## src/rtl/fimm_pkg.sv

```systemverilog
package fimm_pkg;
  localparam int SP_W      = 32;
  localparam int DP_W      = 64;
  localparam int SP_EXP_W  = 8;
  localparam int SP_MAN_W  = 23;
  localparam int DP_EXP_W  = 11;
  localparam int DP_MAN_W  = 52;
  localparam int IMM_W     = 16;
  localparam int D0_W      = 10;
  localparam int D1_W      = 5;
  localparam int D2_W      = 1;
  localparam int SP_BIAS   = 127;
  localparam int DP_BIAS   = 1023;
  localparam int BIAS_DIFF = DP_BIAS - SP_BIAS;
  localparam int MAN_PAD   = DP_MAN_W - SP_MAN_W;
  localparam int SP_EXP_MAX = (1 << SP_EXP_W) - 2;
  localparam int DENORM_BASE = BIAS_DIFF + 1 - SP_MAN_W;
  localparam int KEEP_W    = 1 + DP_EXP_W + SP_MAN_W;

  typedef enum logic {OP_LOAD = 1'b0, OP_INSERT = 1'b1} fimm_op_e;

  function automatic int lead_one(input logic [SP_MAN_W-1:0] m);
    int p;
    p = 0;
    for (int i = 0; i < SP_MAN_W; i++)
      if (m[i]) p = i;
    return p;
  endfunction

  function automatic logic [DP_W-1:0] widen_sp(input logic [SP_W-1:0] w);
    logic                s;
    logic [SP_EXP_W-1:0] e;
    logic [SP_MAN_W-1:0] m;
    logic [DP_MAN_W:0]   sh;
    logic [DP_W-1:0]     r;
    int                  p;
    s = w[SP_W-1];
    e = w[SP_W-2:SP_MAN_W];
    m = w[SP_MAN_W-1:0];
    if (e == '1) begin
      r = {s, {DP_EXP_W{1'b1}}, m, {MAN_PAD{1'b0}}};
    end else if (e == '0) begin
      if (m == '0) begin
        r = {s, {(DP_W-1){1'b0}}};
      end else begin
        p  = lead_one(m);
        sh = {{(DP_MAN_W+1-SP_MAN_W){1'b0}}, m} << (DP_MAN_W - p);
        r  = {s, DP_EXP_W'(DENORM_BASE + p), sh[DP_MAN_W-1:0]};
      end
    end else begin
      r = {s, DP_EXP_W'(int'(e) + BIAS_DIFF), m, {MAN_PAD{1'b0}}};
    end
    return r;
  endfunction

  // Takes sign, full exponent and the top SP_MAN_W fraction bits only.
  function automatic logic [SP_W-1:0] narrow_dp(input logic [KEEP_W-1:0] k);
    logic                s;
    logic [DP_EXP_W-1:0] e;
    logic [SP_MAN_W-1:0] f;
    logic [SP_MAN_W:0]   t;
    logic [SP_W-1:0]     r;
    int                  ev;
    s  = k[KEEP_W-1];
    e  = k[KEEP_W-2:SP_MAN_W];
    f  = k[SP_MAN_W-1:0];
    ev = int'(e);
    if (e == '1) begin
      r = {s, {SP_EXP_W{1'b1}}, f};
    end else if (ev > SP_EXP_MAX + BIAS_DIFF) begin
      r = {s, {SP_EXP_W{1'b1}}, {SP_MAN_W{1'b0}}};
    end else if (ev > BIAS_DIFF) begin
      r = {s, SP_EXP_W'(ev - BIAS_DIFF), f};
    end else if (ev >= DENORM_BASE) begin
      t = {1'b1, f} >> (BIAS_DIFF + 1 - ev);
      r = {s, {SP_EXP_W{1'b0}}, t[SP_MAN_W-1:0]};
    end else begin
      r = {s, {(SP_W-1){1'b0}}};
    end
    return r;
  endfunction
endpackage

```

## src/rtl/fimm_field_merge.sv

```systemverilog
module fimm_field_merge
  import fimm_pkg::*;
(
  input  logic [D0_W-1:0]  d0,
  input  logic [D1_W-1:0]  d1,
  input  logic [D2_W-1:0]  d2,
  output logic [IMM_W-1:0] imm
);
  // d0 is the most significant field, d2 the least.
  assign imm = {d0, d1, d2};
endmodule

```

## src/rtl/fimm_narrow.sv

```systemverilog
module fimm_narrow
  import fimm_pkg::*;
(
  input  logic [DP_W-1:0] dp_in,
  output logic [SP_W-1:0] sp_out,
  output logic            ev_flush
);
  localparam int TOP_EXP_LSB = DP_MAN_W;
  logic [DP_EXP_W-1:0] dexp;
  logic                unused_frac_low;

  assign dexp     = dp_in[DP_W-2:TOP_EXP_LSB];
  assign sp_out   = narrow_dp(dp_in[DP_W-1:MAN_PAD]);
  assign ev_flush = (int'(dexp) < DENORM_BASE);
  assign unused_frac_low = ^dp_in[MAN_PAD-1:0];
endmodule

```

## src/rtl/fimm_widen.sv

```systemverilog
module fimm_widen
  import fimm_pkg::*;
(
  input  logic [SP_W-1:0] sp_in,
  output logic [DP_W-1:0] dp_out,
  output logic            ev_special,
  output logic            ev_denorm
);
  logic [SP_EXP_W-1:0] sexp;
  logic [SP_MAN_W-1:0] sman;

  assign sexp       = sp_in[SP_W-2:SP_MAN_W];
  assign sman       = sp_in[SP_MAN_W-1:0];
  assign dp_out     = widen_sp(sp_in);
  assign ev_special = (sexp == '1);
  assign ev_denorm  = (sexp == '0) && (sman != '0);
endmodule

```

## src/rtl/fimm_builder.sv

```systemverilog
module fimm_builder
  import fimm_pkg::*;
(
  input  logic              clk,
  input  logic              rst_n,
  input  logic              in_valid,
  input  logic              op_sel,
  input  logic [D0_W-1:0]   imm_d0,
  input  logic [D1_W-1:0]   imm_d1,
  input  logic [D2_W-1:0]   imm_d2,
  input  logic [DP_W-1:0]   reg_in,
  output logic              res_we,
  output logic [DP_W-1:0]   res_data
);
  localparam int HALF_W = SP_W - IMM_W;

  logic [IMM_W-1:0] imm;
  logic [SP_W-1:0]  narrowed;
  logic [SP_W-1:0]  sp_src;
  logic [DP_W-1:0]  widened;
  logic             ev_flush;
  logic             ev_special;
  logic             ev_denorm;
  logic             is_insert;
  logic             unused_narrow_low;

  fimm_field_merge u_merge (
    .d0(imm_d0), .d1(imm_d1), .d2(imm_d2), .imm(imm)
  );

  fimm_narrow u_narrow (
    .dp_in(reg_in), .sp_out(narrowed), .ev_flush(ev_flush)
  );

  assign is_insert = (fimm_op_e'(op_sel) == OP_INSERT);
  assign sp_src    = is_insert ? {narrowed[SP_W-1:IMM_W], imm}
                               : {imm, {HALF_W{1'b0}}};
  assign unused_narrow_low = ^narrowed[IMM_W-1:0];

  fimm_widen u_widen (
    .sp_in(sp_src), .dp_out(widened),
    .ev_special(ev_special), .ev_denorm(ev_denorm)
  );

  always_ff @(posedge clk) begin
    if (!rst_n) begin
      res_we   <= 1'b0;
      res_data <= '0;
    end else begin
      res_we <= in_valid;
      if (in_valid) res_data <= widened;
    end
  end

  AST_WE_AFTER_REQ: assert property (@(posedge clk) disable iff (!rst_n)
    in_valid |=> res_we);
  AST_NO_SPURIOUS_WE: assert property (@(posedge clk) disable iff (!rst_n)
    !in_valid |=> !res_we);
  AST_HOLD_IDLE: assert property (@(posedge clk) disable iff (!rst_n)
    !in_valid |=> $stable(res_data));
  AST_LOAD_SIGN: assert property (@(posedge clk) disable iff (!rst_n)
    (in_valid && !is_insert) |=> res_data[DP_W-1] == $past(imm_d0[D0_W-1]));
  AST_LOW_FRAC_ZERO: assert property (@(posedge clk) disable iff (!rst_n)
    in_valid |=> res_data[MAN_PAD-1:0] == '0);
  AST_SPECIAL_EXP: assert property (@(posedge clk) disable iff (!rst_n)
    (in_valid && ev_special) |=> res_data[DP_W-2:DP_MAN_W] == '1);
  AST_DENORM_NORMAL: assert property (@(posedge clk) disable iff (!rst_n)
    (in_valid && ev_denorm) |=> res_data[DP_W-2:DP_MAN_W] != '0);
  AST_INSERT_SIGN: assert property (@(posedge clk) disable iff (!rst_n)
    (in_valid && is_insert) |=> res_data[DP_W-1] == $past(reg_in[DP_W-1]));
  AST_FLUSH_SMALL: assert property (@(posedge clk) disable iff (!rst_n)
    (in_valid && is_insert && ev_flush)
      |=> int'(res_data[DP_W-2:DP_MAN_W]) <= BIAS_DIFF);
endmodule

```

## config.mk

```make
export PLATFORM = sky130hd
export DESIGN_NAME = fimm_builder
export DESIGN_NICKNAME = d
export VERILOG_FILES = /design/src/rtl/fimm_pkg.sv /design/src/rtl/fimm_field_merge.sv /design/src/rtl/fimm_narrow.sv /design/src/rtl/fimm_widen.sv /design/src/rtl/fimm_builder.sv
export SDC_FILE = /design/constraint.sdc
export NUM_CORES = 1
export LEC_CHECK = 0
export CAP_MARGIN = 20
export CORE_MARGIN = 2
export CORE_UTILIZATION = 40
export DETAILED_ROUTE_END_ITERATION = 8
export GPL_ROUTABILITY_DRIVEN = 0
export PLACE_DENSITY = 0.68
export SYNTH_ARGS = -nofsm -noshare
export SYNTH_HDL_FRONTEND = slang
export SYNTH_SLANG_ARGS = --single-unit
```

## constraint.sdc

```tcl
create_clock -name clk -period 8.4 [get_ports clk]
set_input_delay 0.84 -clock clk [delete_from_list [all_inputs] [get_ports clk]]
set_output_delay 0.84 -clock clk [all_outputs]
set_load 0.02 [all_outputs]
```

==> flow_metrics.py <==
metrics = {
    "logic_synthesis": {
        "yosys_warnings": 0,
        "synth_fp_nets": 866,
        "synth_edf_count": 0,
        "syn_avg_cell_area_sq_um": 7.34,
        "ys_ff_latch": 64,
        "ys_seq_area_share_pct": 22.5,
        "netlist_area_sq_um": 5700,
        "synth_cells": 777,
        "synth_top_flop_cell": "dfxtp_1",
        "synth.distinct_cells": 89,
        "synthArstFlopShare_pct": 0,
    },
    "floorplanning": {
        "core-area_sq_um": 13900,
        "die_area_sq_um": 15200,
        "io_pins": 149,
        "fp.dieW_um": 123,
        "die_h_um": 123,
        "initial_core_util_pct": 41.1,
        "rows": 43,
    },
    "pwr": {
        "power.internal_mw": 0.780,
        "p_sw_share_pct": 38.6,
        "combinationalPowerShare_pct": 43.1,
        "ir_worst_vdd_mv": 0.0898,
        "pwr-share-seq_pct": 25.4,
        "clockPowerShare_pct": 31.4,
        "cellPowerDensity_nw_per_um2": 179,
        "p_switching_mw": 0.491,
        "p_leak_nw": 2.63,
    },
    "cts": {
        "insertion_delay_ps": 330,
        "htree_levels": 3,
        "cts_resized": 0,
        "numCtsBuffers": 9,
        "clk_path_buf_depth": 2,
        "clk_transition_reported_paths_ps": 50,
        "cts-root-buf": "clkbuf_16",
        "post_cts_buffers": 0,
        "cts_sinks": 64,
        "cts_tree": "built",
        "holdBufCountCts": 0,
    },
    "sta": {
        "finClkSkew_ps": 0,
        "hold_viol": 0,
        "fin_crit_ps": 7150,
        "setup-tns-final_ps": 0,
        "tightest_slew_ps": 1030,
        "setup_violations": 0,
        "relSlewSlack_pct": 31.2,
        "finalMaxSlewViolations": 0,
        "min_period_over_period_pct": 85.1,
        "rsz0062_at_grt": "false",
        "fmax_ghz": 0.140,
    },
    "run": {
        "drv_cap": 0,
    },
    "route": {
        "drt-vias-per-instance": 6.37,
        "ant_nets": 0,
        "drc": 0,
        "first_pass_iters": 8,
        "drt_wl_total_mm": 21.2,
        "vias": 6552,
        "drt_first_iter_violations": 746,
        "wire_per_inst_um": 20.6,
    },
    "status": {
        "status": "finished clean",
    },
    "layout": {
        "most-common-layout-cells": "clkdlybuf4s50_1 (101), nand2_1 (90), o21ai_0 (80)",
        "layout_commonest_cell": "clkdlybuf4s50_1",
        "drive_above_1_share_pct": 11.2,
        "fillCellCount": 1389,
        "nets": 933,
        "multiInputGateArea_sq_um": 4060,
        "area_growth_pct": 24.7,
        "fin_cells": 1029,
        "layout.area.seq_sq_um": 1280,
        "antenna_cells": 0,
    },
    "place": {
        "place.detailed.hpwl_mm": 15.3,
        "dp.cells": 1012,
        "io_buffers": 103,
    },
    "min_path": {
        "hold_path.class": "reg -> reg",
        "whs_path_depth": 2,
    },
    "grt": {
        "grt_overflow": 0,
        "grt_usage_pct": 27.7,
        "antenna_found_initial": 0,
        "grt_max_degree": 69,
        "grt_pass1_wl_mm": 32.7,
        "grt_pass1_vias": 6032,
    },
    "worst_setup_path": {
        "required_ps": 8620,
        "end_kind": "register",
        "crit_arrival_ps": 7360,
        "reg2regPathDepth": 3,
        "worstPathMaxFanout": 20,
        "critPathKind": "in -> reg",
        "worst_setup_path_start_kind": "input port",
    },
}
[final timing paths]
check | start | to | slack [ps]
max | reg_in[53] | res_data[48] | 1250
max reg2reg | res_data[31] | res_data[31] | 7500
min reg2reg | res_data[9] | res_data[9] | 440
min | res_data[9] | res_data[9] | 440
[layout make-up]
| type | instances | area share [%] |
|---|---|---|
| clock buffer | 11 | 3.42 |
| clock inverter | 5 | 1.13 |
| inverter | 15 | 0.827 |
| multi-input combinational | 633 | 57.1 |
| sequential | 64 | 18.0 |
| tap | 180 | 3.17 |
| timing repair buffer | 121 | 16.4 |
[cell usage after synthesis, drive strengths merged (4+ instances only)]
cell type	count	area share, %
a211o	4	0.61
a211oi	11	1.8
a21oi	65	5.8
a22oi	5	0.66
a311oi	4	0.92
a31o	4	0.61
a31oi	24	2.9
a32oi	4	0.61
and2	15	1.7
and3	5	0.55
buf	20	2.4
clkbuf	45	3.0
dfxtp	64	22
ha	5	1.1
inv	14	0.97
mux2	17	3.4
mux2i	37	6.5
nand2	94	6.5
nand2b	7	0.77
nand3	25	2.3
nand4	6	0.66
nor2	55	4.0
nor2b	14	1.5
nor3	36	3.2
nor4	4	0.44
o211a	5	0.88
o211ai	10	1.3
o21a	4	0.53
o21ai	86	7.6
o221ai	4	0.72
o22ai	10	1.1
o31ai	4	0.53
o41ai	4	1.3
or2	6	0.66
or3	5	0.55
[routing by layer]
metal | GRT usage (%) | share of wire (%)
met5 | 0 | 0
met4 | 9.73 | 3.5
met3 | 8.49 | 12
met2 | 41.0 | 43
met1 | 38.0 | 41
[worst max-delay path: stages]
cell	delay, ps
clkdlybuf4s50_1	390
buf_4	200
inv_1	90
ha_1	230
or4b_4	510
o41a_4	420
nor3_1	480
a32oi_1	270
o311ai_1	200
nand3_1	330
nand3_2	250
nand2_4	110
inv_2	390
ha_1	550
clkinv_1	440
o21ai_0	250
a21oi_1	60
a21o_1	220
a311o_1	360
o22a_1	270
o2bb2ai_1	160
o21ai_1	210
a21oi_1	90
[through the flow]
step / util [%] / hold WS, ps / instance area, sq um / power, mW / setup WS, ps
floorplan: - / 527 / 5700 / 0.692 / 2210
global placement: 48.8 / 439 / 6770 / 0.852 / 1220
detailed placement: 48.8 / 442 / 6770 / 0.853 / 1130
CTS: 51.1 / 454 / 7090 / 1.25 / 1460
global route: 51.2 / 468 / 7110 / 1.32 / 915
finish: 51.2 / 445 / 7110 / 1.27 / 1250
[sequential cells by signal (all words and copies together) (netlist names)]
name      flops
res_we        1
res_data     63
[cell families (layout without fill, tap and decap cells)]
group | Yosys count | count (layout) | synth area share (%)
xor+xnor | 2 | 2 | 0.307
fa+ha+maj | 5 | 5 | 1.10
simple gates | 283 | 283 | 24.6
mux | 55 | 55 | 10.3
flops | 64 | 64 | 22.5
buf+inv | 80 | 152 | 6.43
compound gates | 288 | 288 | 34.8
[power by group through the flow]
stage	combinational, mW	clock, mW	sequential [mW]
6_report	0.548	0.399	0.323
5_1_grt	0.580	0.419	0.324
3_5_place_dp	0.524	0	0.329
3_3_place_gp	0.523	0	0.329
4_1_cts	0.527	0.404	0.323
2_1_floorplan	0.350	0	0.342
Note: power is estimated with default switching activity, not from simulation.
